<file path="src/rtl/seq_core_pkg.sv">
package seq_core_pkg;

  typedef enum logic [3:0] {
    OP_LOAD  = 4'd0,
    OP_STORE = 4'd1,
    OP_ADD   = 4'd2,
    OP_CLR   = 4'd3,
    OP_DEC   = 4'd4,
    OP_BGT   = 4'd5,
    OP_HALT  = 4'd6
  } op_e;

  typedef struct packed {
    logic n;
    logic z;
    logic v;
    logic c;
  } flags_t;

  typedef enum logic [1:0] {
    ALU_PASS,
    ALU_ADD,
    ALU_DEC
  } alu_mode_e;

  typedef enum logic [2:0] {
    ST_IDLE,
    ST_FETCH,
    ST_FWAIT,
    ST_EXEC,
    ST_OWAIT,
    ST_HALT
  } state_e;

endpackage

</file>
<file path="src/rtl/seq_core_alu.sv">
module seq_core_alu
  import seq_core_pkg::*;
#(
  parameter int DW = 32
) (
  input  alu_mode_e       mode,
  input  logic [DW-1:0]   a,
  input  logic [DW-1:0]   b,
  output logic [DW-1:0]   res,
  output flags_t          fl
);
  logic [DW-1:0] rhs;
  logic [DW:0]   sum;

  always_comb begin
    rhs = (mode == ALU_DEC) ? {DW{1'b1}} : b;
    if (mode == ALU_PASS) sum = {1'b0, a};
    else                  sum = {1'b0, a} + {1'b0, rhs};
    res  = sum[DW-1:0];
    fl.n = res[DW-1];
    fl.z = (res == '0);
    fl.c = (mode != ALU_PASS) && sum[DW];
    fl.v = (mode != ALU_PASS) && (a[DW-1] == rhs[DW-1]) && (res[DW-1] != a[DW-1]);
  end
endmodule

</file>
<file path="src/rtl/seq_core_regs.sv">
module seq_core_regs #(
  parameter int DW      = 32,
  parameter int NREG    = 4,
  parameter int PTR_REG = 2,
  localparam int RW     = $clog2(NREG)
) (
  input  logic           clk,
  input  logic           rst_n,
  input  logic [RW-1:0]  raddr,
  output logic [DW-1:0]  rdata,
  output logic [DW-1:0]  ptr,
  input  logic           we_data,
  input  logic [RW-1:0]  waddr,
  input  logic [DW-1:0]  wdata,
  input  logic           we_ptr,
  input  logic [DW-1:0]  ptr_next
);
  logic [DW-1:0] regs [NREG];

  for (genvar g = 0; g < NREG; g++) begin : g_reg
    always_ff @(posedge clk or negedge rst_n) begin
      if (!rst_n)                                  regs[g] <= '0;
      else if (we_data && waddr == RW'(g))         regs[g] <= wdata;
      else if (g == PTR_REG && we_ptr)             regs[g] <= ptr_next;
    end
  end

  assign rdata = regs[raddr];
  assign ptr   = regs[PTR_REG];
endmodule

</file>
<file path="src/rtl/seq_core.sv">
module seq_core
  import seq_core_pkg::*;
#(
  parameter int DW      = 32,
  parameter int AW      = 16,
  parameter int NREG    = 4,
  parameter int PTR_REG = 2,
  parameter int STEP    = 4
) (
  input  logic          clk,
  input  logic          rst_n,
  input  logic          start,
  input  logic [15:0]   start_addr,
  output logic [15:0]   mem_addr,
  output logic          mem_rd,
  output logic          mem_wr,
  output logic [31:0]   mem_wdata,
  input  logic [31:0]   mem_rdata,
  output logic          halted,
  output logic [15:0]   pc,
  output logic [3:0]    flags
);
  localparam int RW     = $clog2(NREG);
  localparam int OP_LSB = DW - 4;
  localparam int RG_LSB = OP_LSB - RW;
  localparam int IND_B  = RG_LSB - 1;
  localparam int ALIGN  = $clog2(STEP);

  state_e         state;
  logic [AW-1:0]  pc_q;
  logic [DW-1:0]  ir;
  flags_t         fl_q;

  op_e            op;
  logic [RW-1:0]  rsel;
  logic           ind;
  logic [AW-1:0]  target, ea, pc_inc;
  logic [DW-1:0]  reg_rd, ptr_val, alu_a, alu_b, alu_res;
  alu_mode_e      alu_mode;
  flags_t         alu_fl;
  logic           reg_we, ptr_we, fl_we;

  assign op     = op_e'(ir[DW-1:OP_LSB]);
  assign rsel   = ir[OP_LSB-1:RG_LSB];
  assign ind    = ir[IND_B];
  assign target = {ir[AW-1:ALIGN], {ALIGN{1'b0}}};
  assign ea     = ind ? ptr_val[AW-1:0] : ir[AW-1:0];
  assign pc_inc = pc_q + AW'(STEP);

  seq_core_regs #(.DW(DW), .NREG(NREG), .PTR_REG(PTR_REG)) u_regs (
    .clk      (clk),
    .rst_n    (rst_n),
    .raddr    (rsel),
    .rdata    (reg_rd),
    .ptr      (ptr_val),
    .we_data  (reg_we),
    .waddr    (rsel),
    .wdata    (alu_res),
    .we_ptr   (ptr_we),
    .ptr_next (ptr_val + DW'(STEP))
  );

  seq_core_alu #(.DW(DW)) u_alu (
    .mode (alu_mode),
    .a    (alu_a),
    .b    (alu_b),
    .res  (alu_res),
    .fl   (alu_fl)
  );

  always_comb begin
    alu_mode = ALU_PASS;
    alu_a    = reg_rd;
    alu_b    = mem_rdata;
    unique case (op)
      OP_LOAD: alu_a = mem_rdata;
      OP_ADD:  alu_mode = ALU_ADD;
      OP_CLR:  alu_a = '0;
      OP_DEC:  alu_mode = ALU_DEC;
      default: ;
    endcase
  end

  always_comb begin
    reg_we = 1'b0;
    ptr_we = 1'b0;
    fl_we  = 1'b0;
    if (state == ST_OWAIT) begin
      reg_we = 1'b1;
      fl_we  = 1'b1;
      ptr_we = ind;
    end else if (state == ST_EXEC) begin
      unique case (op)
        OP_CLR, OP_DEC: begin reg_we = 1'b1; fl_we = 1'b1; end
        OP_STORE:       begin fl_we = 1'b1; ptr_we = ind; end
        default: ;
      endcase
    end
  end

  always_comb begin
    mem_addr = pc_q;
    if (state == ST_EXEC || state == ST_OWAIT) mem_addr = ea;
  end
  assign mem_rd    = (state == ST_FETCH) ||
                     (state == ST_EXEC && (op == OP_LOAD || op == OP_ADD));
  assign mem_wr    = (state == ST_EXEC) && (op == OP_STORE);
  assign mem_wdata = reg_rd;
  assign halted    = (state == ST_HALT);
  assign pc        = pc_q;
  assign flags     = fl_q;

  always_ff @(posedge clk or negedge rst_n) begin
    if (!rst_n) begin
      state <= ST_IDLE;
      pc_q  <= '0;
      ir    <= '0;
      fl_q  <= '0;
    end else begin
      if (fl_we) fl_q <= alu_fl;
      unique case (state)
        ST_IDLE, ST_HALT: if (start) begin
          pc_q  <= {start_addr[AW-1:ALIGN], {ALIGN{1'b0}}};
          state <= ST_FETCH;
        end
        ST_FETCH: state <= ST_FWAIT;
        ST_FWAIT: begin
          ir    <= mem_rdata;
          state <= ST_EXEC;
        end
        ST_EXEC: begin
          state <= ST_FETCH;
          pc_q  <= pc_inc;
          unique case (op)
            OP_LOAD, OP_ADD: begin state <= ST_OWAIT; pc_q <= pc_q; end
            OP_BGT:  if (!fl_q.n && !fl_q.z) pc_q <= target;
            OP_HALT: state <= ST_HALT;
            default: ;
          endcase
        end
        ST_OWAIT: begin
          pc_q  <= pc_inc;
          state <= ST_FETCH;
        end
        default: state <= ST_IDLE;
      endcase
    end
  end

  AST_RW_EXCL: assert property (@(posedge clk) disable iff (!rst_n)
    !(mem_rd && mem_wr));
  AST_FETCH_HOLD: assert property (@(posedge clk) disable iff (!rst_n)
    (state == ST_FWAIT) |-> ($stable(mem_addr) && !mem_rd));
  AST_OPND_HOLD: assert property (@(posedge clk) disable iff (!rst_n)
    (state == ST_OWAIT) |-> ($stable(mem_addr) && !mem_rd && !mem_wr));
  AST_HALT_QUIET: assert property (@(posedge clk) disable iff (!rst_n)
    halted |-> (!mem_rd && !mem_wr));
  AST_BRANCH_KEEPS_FLAGS: assert property (@(posedge clk) disable iff (!rst_n)
    (state == ST_EXEC && (op == OP_BGT || op == OP_HALT)) |=> $stable(flags));
  AST_PC_STEP: assert property (@(posedge clk) disable iff (!rst_n)
    (state == ST_OWAIT) |=> (pc == $past(pc) + 16'(STEP)));
  AST_NZ_EXCL: assert property (@(posedge clk) disable iff (!rst_n)
    !(flags[3] && flags[2]));
endmodule

</file>
<file path="config.mk">
export PLATFORM = sky130hd
export DESIGN_NAME = seq_core
export DESIGN_NICKNAME = d
export VERILOG_FILES = /design/src/rtl/seq_core_pkg.sv /design/src/rtl/seq_core_alu.sv /design/src/rtl/seq_core_regs.sv /design/src/rtl/seq_core.sv
export SDC_FILE = /design/constraint.sdc
export NUM_CORES = 1
export LEC_CHECK = 0
export ABC_AREA = 1
export BUFFER_PORTS_ARGS = -buffer_cell sky130_fd_sc_hd__clkbuf_2
export CELL_PAD_IN_SITES_DETAIL_PLACEMENT = 0
export CELL_PAD_IN_SITES_GLOBAL_PLACEMENT = 1
export CORE_AREA = 8 8 177 179
export DETAILED_ROUTE_END_ITERATION = 6
export DIE_AREA = 0 0 185 187
export GPL_TIMING_DRIVEN = 0
export PLACE_DENSITY = 0.82
export REMOVE_ABC_BUFFERS = 1
export SLEW_MARGIN = 20
export SYNTH_ARGS = -nofsm -noshare
export SYNTH_HDL_FRONTEND = slang
export SYNTH_SLANG_ARGS = --single-unit
export TNS_END_PERCENT = 5
</file>
<file path="constraint.sdc">
create_clock -name clk -period 4.5 [get_ports clk]
set_input_delay 0.675 -clock clk [delete_from_list [all_inputs] [get_ports clk]]
set_output_delay 0.675 -clock clk [all_outputs]
set_load 0.01 [all_outputs]
</file>
# After elaboration in Yosys (flattened, before gate mapping)
# Cells that the tools add are included.
dict set report word_totals {
  regBits 183
  inputBits 51
  out_inout_bits 71
}
dict set report classes {
  n_bitwise 1
  n_reduce_logical 28
  mux 27
  n_lt_le_gt_ge 1
  eq_ne 19
  n_addsub 3
}
# operator n
set op_table {}
lappend op_table {{$mux 32} 5}
lappend op_table {{$bmux 32 s2} 1}
lappend op_table {{$mux 16} 4}
lappend op_table {{$pmux 32 s2} 1}
lappend op_table {{$pmux 16 s3} 1}
lappend op_table {{$add 32x32->33} 1}
lappend op_table {{$mux 33} 1}
lappend op_table {{$add 32x3->32 const B} 1}
lappend op_table {{$logic_not 32->1} 1}
lappend op_table {{$pmux 16 s2} 1}
lappend op_table {{$add 16x3->16 const B} 1}
lappend op_table {{$pmux 3 s5} 1}
lappend op_table {{$eq 4x3->1 const B} 3}
lappend op_table {{$logic_and 1x1->1} 10}
lappend op_table {{$mux 1} 9}
lappend op_table {{$eq 4x2->1 const B} 2}
lappend op_table {{$eq 2x2->1 const B} 3}
lappend op_table {{$eq 3x2->1 const B} 2}
lappend op_table {{$eq 3x3->1 const B} 2}
lappend op_table {{$pmux 3 s2} 1}
lappend op_table {{$reduce_or 2->1} 3}
lappend op_table {{$eq 4x1->1 const B} 1}
lappend op_table {{$logic_not 2->1} 2}
lappend op_table {{$logic_not 4->1} 1}
lappend op_table {{other kinds (16)} 21}

# Logic depth before layout (Yosys ltp)
# Gate-level depths: netlist of run 1.
dict set report logic_depth {
  word_depth 9
  ltp_mapped 31
  mapped_depth_nobuf 30
}

# Modules after synthesis
# Synthesis of run 1 repeated with hierarchy kept, for this count alone.
dict set report unflattened {
  hier_cells 2239
  hier_area_um2 14059.7
}
# mod n_inst area_per_inst_um2 seq_area_each_um2 cells_per_inst
set modules_own_cells {}
lappend modules_own_cells {seq_core_regs 1 6688.9 3203.1 871}
lappend modules_own_cells {seq_core 1 4006.3 1101.1 656}
lappend modules_own_cells {seq_core_alu 1 3364.5 0.0 712}

# Worst setup path after synthesis of run 1
# No wires, ideal clock.
dict set report synth_path {
  kind {flip-flop to flip-flop}
  startpoint {reg ir[27]}
  endpoint {reg fl_q (netlist bit flags[2])}
  setup_slack_ps 1050
  t_required_ps 4434
  n_path_buf 3
  stages_incl_launch_ff 23
  arrival_ps 3384
  period_less_slack_ps 3450
  path_cell_list {dfrtp_1 > buf_6 > nor2_2 > clkbuf_1 > buf_2 > a22oi_1 > o211ai_1 > nand2_1 > o21ai_0 > ha_1 > nand2_1 > o21ai_0 > a21oi_1 > inv_1 > a221oi_1 > nand2_1 > nand2_1 > nand2_1 > mux2i_4 > nand2_1 > nor2_1 > nand3_1 > nand2_1}
}
dict set report synth_between {
  elab_chain_len 8
}
# item line
set synth_lines {}
lappend synth_lines {{from (decl)} seq_core.sv:31} ;# logic [DW-1:0] ir;
lappend synth_lines {{from (signal assigned)} seq_core.sv:128} ;# ir <= mem_rdata;
lappend synth_lines {{$not 2->3 (not written as such) *} seq_core_regs.sv:28} ;# assign rdata = regs[raddr];
lappend synth_lines {{$bmux 32 s2 *} seq_core_regs.sv:28}
lappend synth_lines {{$mux 32 (not written as such) * (2 in a row)} seq_core_regs.sv:28}
lappend synth_lines {{via mem_wdata[16]} seq_core.sv:17} ;# output logic [31:0] mem_wdata,
lappend synth_lines {{$pmux 32 s2 *} seq_core.sv:75} ;# unique case (op)
lappend synth_lines {{$add 32x32->33} seq_core_alu.sv:18} ;# else sum = {1'b0, a} + {1'b0, rhs};
lappend synth_lines {{$mux 33 *} seq_core_alu.sv:17} ;# if (mode == ALU_PASS) sum = {1'b0, a};
lappend synth_lines {{$logic_not 32->1 *} seq_core_alu.sv:21} ;# fl.z = (res == '0);
lappend synth_lines {{to (signal assigned)} seq_core.sv:120} ;# if (fl_we) fl_q <= alu_fl;
lappend synth_lines {{to (decl)} seq_core.sv:32} ;# flags_t fl_q;
# Mark *: on every way through the listed nets, which the timed path passes. The rest lies on a longest branch. The select of a mux whose other input is x is not followed.
# A chain may end at the register's enable or synchronous reset.

# Worst setup path after layout of run 1
dict set report layout_path {
  startpoint {reg ir[27]}
  endpoint {reg fl_q (netlist bit flags[2])}
}
dict set report layout_between {
  elab_chain_len 8
}
# item line
set layout_lines {}
lappend layout_lines {{$not 2->3 (not written as such) *} seq_core_regs.sv:28}
lappend layout_lines {{$bmux 32 s2 *} seq_core_regs.sv:28}
lappend layout_lines {{$mux 32 (not written as such) * (2 in a row)} seq_core_regs.sv:28}
lappend layout_lines {{$pmux 32 s2 *} seq_core.sv:75}
lappend layout_lines {{$add 32x32->33} seq_core_alu.sv:18}
lappend layout_lines {{$mux 33 *} seq_core_alu.sv:17}
lappend layout_lines {{$logic_not 32->1 *} seq_core_alu.sv:21}
# Mark *: on every way between the ends. The rest lies on a longest branch, timed or not. The select of a mux whose other input is x is not followed.

==> results.json, run 1 <==
{
  "status": "finished, final reports clean",
  "gp_congestion": 0.955,
  "cts_max_level": 4,
  "fp.dieH_um": 187,
  "holdWs_ns": 0.116,
  "grtUsageTotal_pct": 24.7,
  "crit_arrival_ns": 4.83,
  "timing.fmax_mhz": 225,
  "synth_cell_types": 59,
  "reg2reg_from": "ir[27]",
  "grt_max_degree": 81,
  "critPathLaunch": "ir[27]",
  "period_share_pct": 98.7,
  "postCtsHoldBufs": 0,
  "grt_pass1_wl_mm": 66.7,
  "fin_crit_ns": 4.44,
  "fin_cells": 2226,
  "hold_viol_final": 0,
  "path_class": "register to register",
  "vias": 12300,
  "async_flop_share_pct": 100,
  "numCtsBuffers": 17,
  "yosys_warnings": 0,
  "final_common_cell": "nand2_1",
  "reg2reg_depth": 21,
  "reg2reg_to": "flags[2]",
  "place_area_um2": 13000,
  "synth_seq_cells": 172,
  "core_um2": 28400,
  "worst_clock_skew_ns": 0.0149,
  "rows": 62,
  "gr-total-overflow": 0,
  "worst_pin_slew_ns": 0.943,
  "clock_latency_ns": 0.45,
  "totalWireLength_mm": 42.7,
  "post-route-cell-area_um2": 13800,
  "cp.required_ns": 4.89,
  "regArea_um2": 4310,
  "via_per_inst": 5.51,
  "synth-edff-count": 0,
  "die_w_um": 185,
  "rsz0062_at_grt": "true",
  "end_kind": "register",
  "clockBufferDepth": 2,
  "numPortBuffers": 117,
  "io_pins": 122,
  "relSlewSlack_pct": 37.1,
  "synthToLayoutAreaGrowth_pct": 15.3,
  "root_buffer": "clkbuf_16",
  "drcViolationCount": 0,
  "place_inst": 2181,
  "clkTransAtPathRegs_ns": 0.08,
  "netlist_instances": 1741,
  "drv_slew": 0,
  "drt-initial-drc-count": 1025,
  "synth_area_um2": 12000,
  "grt_pass1_vias": 11800,
  "dr.pass1.iters": 5,
  "clock-sinks": 172,
  "diodes": 0,
  "hold_class": "input port to asynchronous set/reset pin",
  "start_util_pct": 42.2,
  "multiInputGateArea_um2": 6770,
  "ff2ff_setup_slack_ns": 0.06,
  "antenna_found_initial": 0,
  "maxCapViolCount": 0,
  "num-nets-final": 1915,
  "final_cell_mix": "561 x nand2_1, 188 x o21ai_0, 184 x inv_1",
  "wire_per_inst_um": 19.2,
  "synth_flop_cell": "dfrtp_1",
  "synth.avg_cell_area_um2": 6.89,
  "drive_above_1_share_pct": 13.4,
  "ys_seq_area_share_pct": 35.9,
  "dieArea_um2": 34600,
  "cts_tree": "done",
  "startpoint_type": "register",
  "setup_violations": 0,
  "fillers": 2955,
  "hpwl_mm": 31.7,
  "drtAntennaViolNets": 0,
  "path_max_fanout": 9
}
[per-layer routing]
metal  share of wire [%]  vias up  GRT usage (%)
li1                    -     5957              -
met1                  43     5837           31.5
met2                  47      381           40.6
met3                 5.1       92           3.32
met4                 4.6        0           11.5
met5                   0        -              0
[stage by stage]
step / utilization (%) / setup slack, ns / setup TNS, ns
after floorplan: - / 0.0467 / 0
after global placement: 44.9 / -2.86 / -301.82
after detailed placement: 45.6 / -1.56 / -64.62
after CTS: 48.2 / -0.133 / -0.133
after global routing: 48.7 / -0.117 / -0.117
final: 48.7 / 0.0591 / 0
[critical path, stage by stage, from the launching register on]
cell	delay (ns)
dfrtp_2	0.54
inv_4	0.13
nor2_4	0.22
clkinvlp_4	0.30
buf_4	0.28
o211ai_1	0.34
nand2_1	0.09
o21ai_0	0.12
ha_1	0.32
a21oi_1	0.23
o21ai_0	0.19
a21oi_2	0.24
inv_1	0.07
a221oi_1	0.32
nand2_1	0.09
nand2_1	0.06
nand2_1	0.08
mux2i_4	0.23
nand2_1	0.09
nor2_1	0.14
nand3_1	0.17
nand2_1	0.10
[flip-flops by register name (all words and copies together), names as in the netlist]
| register | cells |
|---|---|
| ir | 23 |
| u_regs.ptr | 32 |
| state | 3 |
| u_regs.regs | 96 |
| flags | 4 |
| pc | 14 |
[final cells by class]
class,count,area share [%]
clock buffer,18,3.17
clock inverter,13,1.31
inverter,203,5.72
multi-input combinational,1298,49.0
sequential,172,31.1
tap,384,3.47
timing repair buffer,138,6.21
[how the worst max path moves through the flow]
stage	slack [ns]	cells after the start	to
floorplan	0.05	12	u_regs.ptr[6]
global placement	-2.86	12	u_regs.ptr[6]
detailed placement	-1.56	12	u_regs.ptr[17]
CTS	-0.13	21	flags[2]
global route	-0.12	21	flags[2]
finish	0.06	21	flags[2]
[cells by family (layout without fill, tap and decap cells)]
| family | count (synthesis) | in the layout | synth area share (%) |
|---|---|---|---|
| xor gates and xnor gates | 34 | 34 | 2.48 |
| buffers and inverters | 273 | 372 | 9.05 |
| and+or+nand+nor | 852 | 853 | 29.8 |
| other | 1 | 2 | 0.0313 |
| AOI/OAI and AO/OA | 367 | 367 | 18.3 |
| muxes | 8 | 8 | 0.918 |
| adders and majority gates | 34 | 34 | 3.61 |
| DFF | 172 | 172 | 35.9 |
[what timing repair did]
action                     4_1_cts  5_1_grt
setup endpoints to repair      125       47
pin swaps                        6        2
buffers inserted                 5        8
gates cloned                     1        0
gates resized for setup         17       18
[synth_stat cells (11+ instances only)]
master,count,share of area (%)
nor2_1,94,2.9
dfrtp_1,172,36
a22oi_1,24,1.5
nand4_1,23,1.2
a21oi_1,55,2.3
clkbuf_1,51,1.6
o21ai_0,188,7.8
ha_1,33,3.4
inv_2,11,0.34
nand3_1,115,4.8
nand2_1,564,18
o211ai_1,27,1.7
nor3_1,19,0.79
inv_1,187,5.9
xor2_1,33,2.4
o221ai_1,21,1.5
Power of run 1 is left out: the tool's default activity adds up to more than one toggle a clock period on the data nets, which glitch-free logic cannot reach.
==> inputs of run 2 (changes only) <==
CAP_MARGIN = 20   (was default)
GPL_TIMING_DRIVEN = default   (was 0)
==> run 2 against run 1 <==
  * Critical path depth is 2 higher
  * Hold slack improved by 0.17 ns
  * Via count is 1.9% higher
  * Wire length rose by 0.26%
  * Cell area rose by 0.86%
  * Non-clock buffer count up 56
  * Critical path type unchanged
  * Critical endpoint unchanged
==> results.json, run 2 (synthesis gave the netlist of run 1 again) <==
{
  "startpoint_type": "register",
  "clockBufferDepth": 2,
  "wire_per_inst_um": 18.8,
  "fp.dieH_um": 187,
  "cp.required_ns": 4.88,
  "status": "finished, final reports clean",
  "post-route-cell-area_um2": 14000,
  "antenna_found_initial": 0,
  "hpwl_mm": 32.6,
  "period_share_pct": 91.5,
  "core_um2": 28400,
  "reg2reg_to": "flags[2]",
  "dieArea_um2": 34600,
  "hold_viol_final": 0,
  "fillers": 2969,
  "regArea_um2": 4310,
  "final_common_cell": "nand2_1",
  "drv_slew": 0,
  "cts_tree": "done",
  "fin_cells": 2282,
  "diodes": 0,
  "top_register": "u_regs.regs",
  "drtAntennaViolNets": 0,
  "gp_congestion": 0.955,
  "reg2reg_depth": 23,
  "fin_crit_ns": 4.12,
  "maxCapViolCount": 0,
  "cts_max_level": 4,
  "clock_latency_ns": 0.44,
  "worst_clock_skew_ns": 0.0180,
  "ff2ff_setup_slack_ns": 0.38,
  "numPortBuffers": 117,
  "postCtsHoldBufs": 0,
  "grtUsageTotal_pct": 24.6,
  "grt_pass1_wl_mm": 66.9,
  "path_class": "register to register",
  "synthToLayoutAreaGrowth_pct": 16.3,
  "grt_max_degree": 92,
  "gr-total-overflow": 0,
  "vias": 12500,
  "drcViolationCount": 0,
  "hold_class": "input port to asynchronous set/reset pin",
  "rows": 62,
  "start_util_pct": 42.2,
  "clock-sinks": 172,
  "root_buffer": "clkbuf_16",
  "place_inst": 2248,
  "path_max_fanout": 8,
  "setup_violations": 0,
  "largest_reg_flops": 96,
  "end_kind": "register",
  "timing.fmax_mhz": 243,
  "num-nets-final": 1970,
  "reg2reg_from": "ir[27]",
  "place_area_um2": 13400,
  "final_cell_mix": "564 x nand2_1, 188 x o21ai_0, 185 x inv_1",
  "rsz0062_at_grt": "false",
  "dr.pass1.iters": 6,
  "relSlewSlack_pct": 33.8,
  "tns_ns": 0,
  "crit_arrival_ns": 4.50,
  "drt-initial-drc-count": 996,
  "worstSetupEndpoint": "flags[2]",
  "worst_pin_slew_ns": 0.990,
  "numCtsBuffers": 17,
  "die_w_um": 185,
  "grt_pass1_vias": 12100,
  "via_per_inst": 5.48,
  "holdWs_ns": 0.286,
  "drive_above_1_share_pct": 14.8,
  "clkTransAtPathRegs_ns": 0.08,
  "totalWireLength_mm": 42.9,
  "multiInputGateArea_um2": 6620,
  "io_pins": 122,
  "critPathLaunch": "ir[27]"
}
-- run 2: cell count changes in the layout (fill, tap and decap cells not counted), sizes merged --
cell and delta:
clkinvlp +1, inv +1, nor2 -1, buf +57, clkinv +2, clkbuf -1, bufinv -3
-- run 2: final cells by class --
cell class                 count  area share, %
sequential                   172           30.9
timing repair buffer         194           8.56
multi-input combinational   1297           47.5
inverter                     203           5.53
tap                          384           3.44
clock inverter                14           1.08
clock buffer                  18           3.08
-- run 2: per-stage QoR --
stage,utilization [%],setup slack [ns]
final,49.1,0.381
after CTS,49.1,0.362
after global placement,47.0,0.424
after floorplan,-,0.0467
after detailed placement,47.0,0.359
after global routing,49.1,0.00973
-- run 2: per-layer routing --
| metal | up-vias | global-route usage, % | wire length (um) |
|---|---|---|---|
| met2 | 438 | 41.0 | 20400 |
| li1 | 6058 | - | - |
| met1 | 5920 | 31.4 | 18600 |
| met4 | 0 | 10.3 | 1620 |
| met5 | - | 0 | 0 |
| met3 | 78 | 3.21 | 2200 |
-- run 2: worst min path at each step --
stage / slack, ns / to / cells past startpoint
2_1_floorplan: 0.38 / flags[0] / 0
3_3_place_gp: 0.46 / u_regs.regs[13] / 2
3_5_place_dp: 0.47 / u_regs.regs[121] / 2
4_1_cts: 0.34 / pc[5] / 1
5_1_grt: 0.37 / pc[5] / 1
6_report: 0.29 / pc[6] / 1
-- run 2: critical path: stages (launching register included) --
cell and delay [ns]:
dfrtp_2 0.49, buf_4 0.18, nand2_2 0.07, clkinv_2 0.19
buf_4 0.24, a22oi_1 0.24, o221ai_1 0.28, nand2_1 0.13
o21ai_0 0.12, ha_1 0.40, nand2_1 0.14, nor2_1 0.15
inv_1 0.07, nor3_1 0.24, nand4_1 0.20, nand4_1 0.13
nand2_1 0.09, nand2_1 0.07, nand2_1 0.07, inv_1 0.14
nand2_1 0.07, nor2_1 0.11, nand3_1 0.16, nand2_1 0.09
-- run 2: repair_timing --
item,CTS,global route
endpoints found under the setup margin,0,2
resized for setup,0,2
buffers inserted,0,2
Power of run 2 is left out for the same reason.
==> inputs of run 3 (changes only) <==
CORE_AREA = 8 8 162 194   (was 8 8 177 179)
DIE_AREA = 0 0 170 202   (was 0 0 185 187)
PLACE_DENSITY = 0.83   (was 0.82)
==> run 3 against run 2 <==
  * Hold slack gained 0.0056 ns
  * Clock skew decreased by 0.0069 ns
  * Global-route usage up 0.39 points
  * Critical path depth fell by 4
  * Worst setup slack improved by 0.024 ns
  * Register-to-register slack gained 0.02 ns
  * Cell count fell by 0.13%
  * Cell area fell by 0.22%
  * Maximum frequency rose by 0.58%
  * Sequential cell count is the same
  * Critical path type unchanged
  * Die area down 0.74%
==> results.json, run 3 (synthesis gave the netlist of run 1 again) <==
{
  "status": "finished, final reports clean",
  "ff2ff_setup_slack_ns": 0.40,
  "rows": 68,
  "clock_latency_ns": 0.44,
  "dr.pass1.iters": 5,
  "relSlewSlack_pct": 39.0,
  "vias": 12400,
  "synthToLayoutAreaGrowth_pct": 16.1,
  "worst_clock_skew_ns": 0.0111,
  "reg2reg_depth": 19,
  "io_pins": 122,
  "worst_pin_slew_ns": 0.915,
  "gp_congestion": 0.951,
  "via_per_inst": 5.44,
  "end_kind": "register",
  "drtAntennaViolNets": 0,
  "drcViolationCount": 0,
  "reg2reg_from": "ir[27]",
  "die_w_um": 170,
  "holdWs_ns": 0.291,
  "grt_max_degree": 91,
  "path_max_fanout": 9,
  "gr-total-overflow": 0,
  "crit_arrival_ns": 4.38,
  "rsz0062_at_grt": "false",
  "numPortBuffers": 117,
  "period_share_pct": 91.0,
  "grt_pass1_vias": 12100,
  "grt_pass1_wl_mm": 66.9,
  "drive_above_1_share_pct": 14.5,
  "cts_max_level": 4,
  "fin_crit_ns": 4.10,
  "path_class": "register to register",
  "grtUsageTotal_pct": 25.0,
  "maxCapViolCount": 0,
  "wire_per_inst_um": 18.7,
  "hold_viol_final": 0,
  "clock-sinks": 172,
  "clockBufferDepth": 2,
  "reg2reg_to": "u_regs.ptr[30]",
  "setup_violations": 0,
  "drt-initial-drc-count": 1023,
  "core_um2": 28400,
  "cp.required_ns": 4.79,
  "totalWireLength_mm": 42.7,
  "hold_class": "input port to asynchronous set/reset pin",
  "num-nets-final": 1966,
  "top_register": "u_regs.regs",
  "hpwl_mm": 32.5,
  "antenna_found_initial": 0,
  "largest_reg_flops": 96,
  "regArea_um2": 4310,
  "timing.fmax_mhz": 244,
  "start_util_pct": 42.2,
  "numCtsBuffers": 17,
  "final_cell_mix": "564 x nand2_1, 188 x o21ai_0, 187 x inv_1",
  "startpoint_type": "register",
  "postCtsHoldBufs": 0,
  "root_buffer": "clkbuf_16",
  "drv_slew": 0,
  "diodes": 0,
  "tns_ns": 0,
  "dieArea_um2": 34300,
  "multiInputGateArea_um2": 6620,
  "final_common_cell": "nand2_1",
  "clkTransAtPathRegs_ns": 0.07,
  "fp.dieH_um": 202,
  "cts_tree": "done",
  "fillers": 3059
}
## run 3: cell count changes in the layout (fill, tap and decap cells not counted), sizes merged
cell    delta
buf        -4
bufinv     +2
clkinv     -2
## run 3: layout make-up
type	count	area share (%)
clock buffers	18	3.08
clock inverters	14	1.28
inverters	203	5.52
multi-input cells	1297	47.6
flip-flops and latches	172	30.9
well taps	385	3.46
repair buffers	190	8.19
## run 3: how the worst max path moves through the flow
stage / startpoint / endpoint / slack, ns / cells after the start
2_1_floorplan: state[1] / u_regs.ptr[6] / 0.05 / 12
3_3_place_gp: ir[26] / u_regs.ptr[30] / 0.38 / 18
3_5_place_dp: ir[26] / u_regs.ptr[30] / 0.34 / 18
4_1_cts: ir[26] / u_regs.ptr[30] / 0.33 / 18
5_1_grt: ir[27] / flags[2] / 0.1 / 26
6_report: ir[27] / u_regs.ptr[30] / 0.40 / 19
## run 3: critical path: stages, from the launching register on
cell	delay [ns]
dfrtp_1	0.47
inv_4	0.13
nor2_4	0.19
inv_1	0.28
o211ai_1	0.50
nand2_1	0.09
o21ai_0	0.13
ha_1	0.29
a21oi_1	0.20
o21ai_0	0.18
a21oi_1	0.23
inv_1	0.07
a221oi_1	0.35
buf_4	0.18
nand2_1	0.05
nand2_1	0.05
nand2_1	0.07
mux2i_4	0.20
buf_4	0.17
o221ai_1	0.09
## run 3: layer usage
| metal | share of wire [%] | vias to the layer above | track usage (%) |
|---|---|---|---|
| li1 | - | 6037 | - |
| met1 | 42 | 5867 | 30.5 |
| met2 | 48 | 396 | 42.4 |
| met3 | 5.1 | 93 | 3.30 |
| met4 | 5.0 | 0 | 12.6 |
| met5 | 0 | - | 0 |
## run 3: metrics by stage
step / area, um^2 / std cells / setup WS, ns / util (%)
after detailed placement: 13300 / 2247 / 0.336 / 46.9
after global routing: 13900 / 2279 / 0.0998 / 49.0
after global placement: 13300 / 2247 / 0.383 / 46.9
after floorplan: 11700 / 1672 / 0.0467 / -
after CTS: 13900 / 2279 / 0.332 / 49.0
final: 13900 / 2279 / 0.404 / 49.0
## run 3: repair_timing
item	4_1_cts	5_1_grt
setup buffers	0	0
endpoints found under the hold margin	0	0
endpoints found under the setup margin	0	1
gates resized for setup	0	1
Power of run 3 is left out for the same reason.
